### config.mk
export PLATFORM = sky130hd
export DESIGN_NAME = modem_status_unit
export DESIGN_NICKNAME = d
export VERILOG_FILES = /design/src/rtl/msr_pkg.sv /design/src/rtl/msr_sync.sv /design/src/rtl/msr_change_track.sv /design/src/rtl/msr_flow_fsm.sv /design/src/rtl/modem_status_unit.sv
export SDC_FILE = /design/constraint.sdc
export NUM_CORES = 1
export LEC_CHECK = 0
export ABC_AREA = 1
export BUFFER_PORTS_ARGS = -buffer_cell sky130_fd_sc_hd__buf_2
export CAP_MARGIN = 25
export CORE_MARGIN = 4
export CORE_UTILIZATION = 48
export DETAILED_ROUTE_END_ITERATION = 10
export MAX_ROUTING_LAYER = met4
export PLACE_DENSITY = 0.79
export SLEW_MARGIN = 20
export SYNTH_ARGS = -nofsm -noshare
export SYNTH_HDL_FRONTEND = slang
export SYNTH_SLANG_ARGS = --single-unit
### constraint.sdc
create_clock -name clk -period 1.27 [get_ports clk]
set_input_delay 0.127 -clock clk [delete_from_list [all_inputs] [get_ports clk]]
set_output_delay 0.127 -clock clk [all_outputs]
set_load 0.02 [all_outputs]
### src/rtl/msr_pkg.sv
package msr_pkg;
    localparam int LINE_W  = 4;
    localparam int IDX_CTS = 0;
    localparam int IDX_DSR = 1;
    localparam int IDX_RI  = 2;
    localparam int IDX_DCD = 3;
    localparam int STAT_W  = 2 * LINE_W;

    typedef enum logic [1:0] {
        FLOW_RUN   = 2'd0,
        FLOW_DRAIN = 2'd1,
        FLOW_HELD  = 2'd2
    } flow_state_e;
endpackage

### src/rtl/msr_sync.sv
module msr_sync #(
    parameter int WIDTH   = 4,
    parameter int STAGES  = 2,
    parameter logic [WIDTH-1:0] RST_VAL = '1
) (
    input  logic             clk,
    input  logic             rst_n,
    input  logic [WIDTH-1:0] async_in,
    output logic [WIDTH-1:0] sync_out
);
    logic [STAGES-1:0][WIDTH-1:0] pipe_q;

    always_ff @(posedge clk or negedge rst_n) begin
        if (!rst_n) pipe_q[0] <= RST_VAL;
        else        pipe_q[0] <= async_in;
    end

    for (genvar g = 1; g < STAGES; g++) begin : g_stage
        always_ff @(posedge clk or negedge rst_n) begin
            if (!rst_n) pipe_q[g] <= RST_VAL;
            else        pipe_q[g] <= pipe_q[g-1];
        end
    end

    assign sync_out = pipe_q[STAGES-1];
endmodule

### src/rtl/msr_change_track.sv
module msr_change_track
    import msr_pkg::*;
(
    input  logic              clk,
    input  logic              rst_n,
    input  logic [LINE_W-1:0] pin_sync_n,
    input  logic              loop_en,
    input  logic [LINE_W-1:0] loop_src,
    input  logic              rd_strobe,
    output logic [LINE_W-1:0] line_q,
    output logic [LINE_W-1:0] flag_q
);
    logic [LINE_W-1:0] line_next;
    logic [LINE_W-1:0] delta;
    logic [LINE_W-1:0] flag_next;

    assign line_next = loop_en ? loop_src : ~pin_sync_n;

    for (genvar i = 0; i < LINE_W; i++) begin : g_delta
        if (i == IDX_RI) begin : g_rise
            assign delta[i] = line_next[i] & ~line_q[i];
        end else begin : g_toggle
            assign delta[i] = line_next[i] ^ line_q[i];
        end
    end

    always_comb begin
        if (rd_strobe) flag_next = delta;
        else           flag_next = flag_q | delta;
    end

    always_ff @(posedge clk or negedge rst_n) begin
        if (!rst_n) begin
            line_q <= '0;
            flag_q <= '0;
        end else begin
            line_q <= line_next;
            flag_q <= flag_next;
        end
    end

    // a change flag stays set without a read
    p_sticky_flag_r3: assert property (@(posedge clk) disable iff (!rst_n)
        (flag_q[IDX_DCD] && !rd_strobe) |=> flag_q[IDX_DCD]);

    // ring flag rises only together with a 0->1 ring status
    p_ri_rise_only_r4: assert property (@(posedge clk) disable iff (!rst_n)
        $rose(flag_q[IDX_RI]) |-> $rose(line_q[IDX_RI]));

    // a read with no coinciding change empties the flags
    p_read_clears_r5: assert property (@(posedge clk) disable iff (!rst_n)
        (rd_strobe && (line_next == line_q)) |=> (flag_q == '0));

    // loop-back status follows the internal bits one edge later
    p_loop_map_r2: assert property (@(posedge clk) disable iff (!rst_n)
        loop_en |=> (line_q == $past(loop_src)));
endmodule

### src/rtl/msr_flow_fsm.sv
module msr_flow_fsm
    import msr_pkg::*;
(
    input  logic clk,
    input  logic rst_n,
    input  logic flow_en,
    input  logic cts_on,
    input  logic tx_busy,
    output logic tx_hold
);
    flow_state_e state_q, state_d;
    logic        stop_req;

    assign stop_req = flow_en && !cts_on;

    always_ff @(posedge clk or negedge rst_n) begin
        if (!rst_n) state_q <= FLOW_RUN;
        else        state_q <= state_d;
    end

    always_comb begin
        state_d = state_q;
        unique case (state_q)
            FLOW_RUN: begin
                if (stop_req) state_d = tx_busy ? FLOW_DRAIN : FLOW_HELD;
            end
            FLOW_DRAIN: begin
                if (!stop_req)     state_d = FLOW_RUN;
                else if (!tx_busy) state_d = FLOW_HELD;
            end
            FLOW_HELD: begin
                if (!stop_req) state_d = FLOW_RUN;
            end
            default: state_d = FLOW_RUN;
        endcase
    end

    always_comb begin
        tx_hold = 1'b0;
        unique case (state_q)
            FLOW_RUN:   tx_hold = 1'b0;
            FLOW_DRAIN: tx_hold = 1'b1;
            FLOW_HELD:  tx_hold = 1'b1;
            default:    tx_hold = 1'b0;
        endcase
    end

    // the drain phase ends in the held state only when the character is done
    p_drain_exit_r8: assert property (@(posedge clk) disable iff (!rst_n)
        ($past(state_q == FLOW_DRAIN) && state_q == FLOW_HELD) |-> !$past(tx_busy));

    // hold only rises in answer to a stop request
    p_hold_cause_r8: assert property (@(posedge clk) disable iff (!rst_n)
        $rose(tx_hold) |-> $past(flow_en && !cts_on));
endmodule

### src/rtl/modem_status_unit.sv
module modem_status_unit
    import msr_pkg::*;
#(
    parameter int SYNC_STAGES = 2
) (
    input  logic              clk,
    input  logic              rst_n,
    input  logic              cts_n,
    input  logic              dsr_n,
    input  logic              ri_n,
    input  logic              dcd_n,
    input  logic              loop_en,
    input  logic              rts_bit,
    input  logic              dtr_bit,
    input  logic              out1_bit,
    input  logic              out2_bit,
    input  logic              rd_strobe,
    input  logic              msi_en,
    input  logic              flow_en,
    input  logic              tx_busy,
    output logic [STAT_W-1:0] status_q,
    output logic              msi_irq,
    output logic              tx_hold
);
    logic [LINE_W-1:0] pins_n;
    logic [LINE_W-1:0] pins_sync_n;
    logic [LINE_W-1:0] loop_src;
    logic [LINE_W-1:0] line_q;
    logic [LINE_W-1:0] flag_q;

    assign pins_n   = {dcd_n, ri_n, dsr_n, cts_n};
    assign loop_src = {out2_bit, out1_bit, dtr_bit, rts_bit};

    msr_sync #(
        .WIDTH  (LINE_W),
        .STAGES (SYNC_STAGES),
        .RST_VAL('1)
    ) i_sync (
        .clk     (clk),
        .rst_n   (rst_n),
        .async_in(pins_n),
        .sync_out(pins_sync_n)
    );

    msr_change_track i_track (
        .clk       (clk),
        .rst_n     (rst_n),
        .pin_sync_n(pins_sync_n),
        .loop_en   (loop_en),
        .loop_src  (loop_src),
        .rd_strobe (rd_strobe),
        .line_q    (line_q),
        .flag_q    (flag_q)
    );

    msr_flow_fsm i_flow (
        .clk    (clk),
        .rst_n  (rst_n),
        .flow_en(flow_en),
        .cts_on (line_q[IDX_CTS]),
        .tx_busy(tx_busy),
        .tx_hold(tx_hold)
    );

    assign status_q = {line_q, flag_q};
    assign msi_irq  = msi_en && (|flag_q);

    // a request never rises while the enable is low
    p_irq_gated_r7: assert property (@(posedge clk) disable iff (!rst_n)
        $rose(msi_irq) |-> msi_en);

    // a flag set by a change on a read edge survives that read
    p_keep_on_read_r6: assert property (@(posedge clk) disable iff (!rst_n)
        (rd_strobe && !loop_en && !$stable(pins_sync_n[IDX_DCD])) |=> status_q[IDX_DCD]);
endmodule

# Word-level counts from Yosys, hierarchy flattened
# Index checks and enable logic that the tools add are counted.
# classes
n_eq_ne	5
mux	9
bitwise	7
reduce_logical	7
# op_table
cell	count
$mux 2	5
$mux 4	2
$pmux 2 s3	1
$not 4->4	1
$or 4x4->4	1
$reduce_or 4->1	1
$ne 3x3->1 const B	1
$reduce_and 3->1	1
$xor 1x1->1	3
$eq 2x1->1 const B	1
$eq 2x2->1 const B	1
$logic_and 1x1->1	2
$logic_not 2->1	1
$ne 2x1->1 const B	1
$ne 2x2->1 const B	1
$reduce_or 2->1	1
$and 1x1->1	1
$logic_not 1->1	1
$mux 1	1
$not 1->1	1
# totals
ff_bits	18
input_bits	15
output_inout_bits	10
wordCells	33

# Longest topological paths before layout
# logic_depth
depth_word	5
ltp_mapped	8
ltp_nobuf	8

# Modules after synthesis
# Synthesis repeated with hierarchy kept, for this count alone.
# hier_totals
hier_cells	94
area_unflattened_um2	867.1
# modules_own_cells
mod	instances	cells_per_inst	area_per_inst_um2	seq_area_each_um2
msr_change_track	1	51	427.9	200.2
msr_sync	1	12	240.2	210.2
msr_flow_fsm	1	27	182.7	50.0
modem_status_unit	1	4	16.3	0.0

# Worst setup path before layout
# Ideal clock, no wire load.
# synth_path
kind	register to output
start	register i_track.flag_q[1]
end	output port msi_irq
arrival_time_ns	1.034
t_required_ns	1.143
path_slack_ns	0.109
stages_incl_launch_ff	3
n_path_buf	0
path_cell_list	dfrtp_1 > nor3_1 > a21boi_0
# synth_via
elab_chain_cells	2
# synth_rtl
item	line	text
start, declared	msr_change_track.sv:11	output logic [LINE_W-1:0] flag_q
start signal, assigned	msr_change_track.sv:38	flag_q <= flag_next;
$reduce_or 4->1	modem_status_unit.sv:66	assign msi_irq = msi_en && (|flag_q);
$logic_and 1x1->1	modem_status_unit.sv:66	
end, declared	modem_status_unit.sv:22	output logic msi_irq,
# No other way between the ends.

# Final worst setup path
# layout_path
start	register i_flow.state_q[1]
end	output port tx_hold
# layout_via
elab_chain_cells	3
elab_cells_between_ends	4
classes_between	2 x eq/ne; 1 x mux; 1 x reduce/logical
# layout_rtl
item	line	text
start, declared	msr_flow_fsm.sv:11	flow_state_e state_q, state_d;
start signal, assigned	msr_flow_fsm.sv:18	else state_q <= state_d;
$eq 2x1->1 or $eq 2x2->1 (tied branches)	msr_flow_fsm.sv:40	unique case (state_q)
$reduce_or 2->1 (no source line) (*)	-	
$mux 1 (*)	msr_flow_fsm.sv:40	
end, declared	modem_status_unit.sv:23	output logic tx_hold
# Mark *: on every way between the ends. The rest lies on a longest branch, timed or not.

==> metrics.md <==
| Metric | Value |
|---|---|
| Status | `finished, final reports clean` |
| Post-synth ARST share | `1.00` |
| Clock H-tree levels | `1` |
| HPWL after detailed placement | `1060 µm` |
| CP endpoint kind | `primary output` |
| Vias per cell | `4.76` |
| Tcrit/Tclk final | `0.969` |
| Fin. Hold Viols | `0` |
| Syn avg cell area | `9.76 µm²` |
| Total routed wirelength | `1430 µm` |
| Initial antenna violation count | `0` |
| GRT overflow | `0` |
| Pleak | `0.568 nW` |
| Sequential share of power | `0.438` |
| Startpoint Class | `flip-flop` |
| DIE WIDTH | `between 40 and 50 µm` |
| Stages on worst setup path | `3` |
| Largest net degree at the start of global routing | `19` |
| Final antenna-violating net count | `0` |
| Post-synthesis sequential area ratio | `0.590` |
| Final Setup Violations | `0` |
| Final min period | `between 1 and 1.5 ns` |
| Max Fclk | `0.813 GHz` |
| Combinational power share | `0.348` |
| Clock slew at reported path FFs | `0.10 ns` |
| Finished Core Util | `0.690` |
| Fraction of layout cells with a size suffix above 1 | `0.435` |
| Total track usage | `0.127` |
| Clk sinks | `18` |
| FF+latch area | `460 µm²` |
| CTS buffer count | `3` |
| Synth top cells by count | `nand2_1 (22), inv_1 (16), dfrtp_1 (10), dfstp_2 (8), nand3_1 (6)` |
| Area grow syn2layout | `34.6%` |
| Power per cell area | `between 1000 and 1500 nW/µm²` |
| Setup TNS | `0 ns` |
| Unrepaired setup endpoints after global routing | `yes` |
| Net Sw Frac | `0.315` |
| Site Rows | `14` |
| Worst EP required | `about 1.1 ns` |
| Slew HR | `0.752` |
| Root buffer cell | `clkbuf_4` |
| Nets | `134` |
| Top cell type's share of synthesized area | `0.321` |
| Multi-input gate area | `275 µm²` |
| HP Class | `input port to flip-flop` |
| DIE HEIGHT | `48.3 µm` |
| Fill cell count | `122` |
| Internal | `about 1.1 mW` |
| R2R depth | `8` |
| Distinct cell type count after synthesis | `15` |
| Setup Crit Path Kind | `flip-flop to primary output` |
| CP max stage cell | `dfrtp_1` |
| Placed Area | `913 µm²` |
| Synthesized cell area | `781 µm²` |
| I/O pin total | `25` |
| Die area | `2340 µm²` |
| Clock power share | `0.214` |
| Synth area leader | `dfrtp_1` |
| Primary FF master, synth | `dfrtp_1` |
| Worst Tran Pin Value | `0.372 ns` |
| Post-Layout Cell Count | `131` |
| Reg-to-reg startpoint | `i_flow.state_q[0]` |
| Vias | `about 620` |
| Final instance area | `1050 µm²` |
| Clk_skew | `0.00934 ns` |
| Highest Signal Layer | `met4` |
| Placer Congestion | `0.682` |
| Placed Cells | `119` |
| Crit path largest cell delay | `0.39 ns` |
| Peak supply drop | `0.928 mV` |
| Worst R2R End | `i_flow.state_q[0]` |
| DRC | `0` |
| Starting density of the core | `0.512` |
| Antenna cells | `0` |
| Met3 wire len | `111 µm` |
| Buf/Inv on CP | `2` |
| Number of enable flip-flop cells after synthesis | `0` |
| Core Area | `1520 µm²` |
| WL met1 | `555 µm` |
| Synthesis-stage register bit count | `18` |
| CP arrival | `1.10 ns` |
| Port Buffers | `24` |
| Syn Nets | `98` |
| DR pass1 iterations | `4` |
| Setup crit start | `i_flow.state_q[1]` |
| Cell family with most CP delay | `flip-flops` |
| Worst skew pair latency | `0.29 ns` |
| Clk buf depth | `2` |
| CTS tree | `done` |
| Slew Viols, Final | `0` |
| Max-cap violations | `0` |
| Vias in the first global route | `589` |
| Synth top area cells | `dfrtp_1 (32%), dfstp_2 (27%), nand2_1 (11%)` |
| CP Cell Sequence | `inv_2, ha_4, buf_6` |
| Reg2Reg Setup Slack | `0.06 ns` |
| Routed length per placed instance | `10.9 µm` |
| Ys Warns | `0` |
| DR WL met2 | `753 µm` |
| Most common cell in the synthesized netlist | `nand2_1` |
| P_sw | `493 µW` |
| Iter 0 DRT Violations | `8` |
| Mapped Cells | `80` |
| Global-route wire length before repair | `2330 µm` |
| Worst setup path endpoint | `tx_hold` |
| Crit-path max FO | `2` |
## cell type report
| class | count | share of cell area |
|---|---|---|
| multi-input combinational | 45 | 0.262 |
| clock buffer | 4 | 0.0345 |
| timing repair buffer | 32 | 0.189 |
| inverter | 16 | 0.0571 |
| tap | 16 | 0.0190 |
| sequential | 18 | 0.438 |
## logic make-up after synthesis
group / count (synthesis) / synth area share
AND/OR/NAND/NOR: 36 / 0.218
flip-flops: 18 / 0.590
buffers and inverters: 17 / 0.0865
AO/OA/AOI/OAI: 6 / 0.0577
adder cells (fa/ha/maj): 3 / 0.0481
## how the worst min path moves through the flow
stage               from                 to  slack, ns  depth (start not counted)
6_report       rd_strobe  i_track.flag_q[2]       0.03                          2
5_1_grt        rd_strobe  i_track.flag_q[2]       0.03                          2
4_1_cts        rd_strobe  i_track.flag_q[2]       0.02                          2
3_5_place_dp       rst_n  i_track.line_q[3]       0.06                          1
3_3_place_gp       rst_n  i_track.line_q[1]       0.07                          1
2_1_floorplan      rst_n  i_flow.state_q[0]      -0.17                          0
## metrics by stage
stage | hold WS, ns | total power, mW | setup WS, ns
finish | 0.0268 | 1.56 | 0.0393
global route | 0.0252 | 1.67 | -0.0254
CTS | 0.0194 | 1.56 | 0.00464
detailed placement | 0.0642 | 1.10 | 0.162
global placement | 0.0672 | 1.08 | 0.202
floorplan | -0.169 | 0.982 | 0.109
## layout by cell type, fill, tap and decap left out
master,Yosys,routed
buf_2,0,23
nand2_1,22,22
inv_1,16,14
dfrtp_1,10,10
dfstp_2,8,8
nand3_1,6,5
dlygate4sd3_1,0,5
nand3_2,3,4
o21ai_2,3,3
or2_1,3,3
clkbuf_4,0,3
buf_4,1,3
inv_2,0,2
ha_1,3,2
o21ai_0,1,1
o22ai_1,1,1
nor3_2,0,1
a21boi_1,0,1
nor2_1,1,1
ha_4,0,1
clkbuf_8,0,1
buf_6,0,1
## power by group through the flow
stage                     logic (mW)  clock network, mW  registers, mW
final                          0.544              0.334          0.685
after global routing           0.604              0.369          0.694
after CTS                      0.534              0.347          0.683
after detailed placement       0.410                  0          0.695
after global placement         0.388                  0          0.693
after floorplan                0.260                  0          0.721
## worst reg2reg max path: cells and delay by family (launching register included)
family	cells	cell delay [ns]
flops	1	0.39
simple gates	5	0.33
fa+ha+maj	1	0.20
buf+inv	2	0.18
## timing repair
item / in CTS / in global routing
pin swaps: 0 / 1
hold buffers: 5 / 0
gates resized for setup: 5 / 3
setup endpoints to repair: 2 / 2
setup buffers: 3 / 0
endpoints found under the hold margin: 14 / 0
## flip-flops by register name, summed over array words and instances (netlist names)
signal and count:
i_sync.sync_out 4, i_flow.state_q 2, i_track.line_q 4, i_sync.pipe_q 4, i_track.flag_q 4
## metal layers
| layer | track usage | vias up |
|---|---|---|
| met5 | - | - |
| met4 | 0.0276 | 0 |
| met3 | 0.0613 | 2 |
| met2 | 0.211 | 21 |
| met1 | 0.135 | 285 |
| li1 | - | 315 |
(Power assumes the default switching activity.)
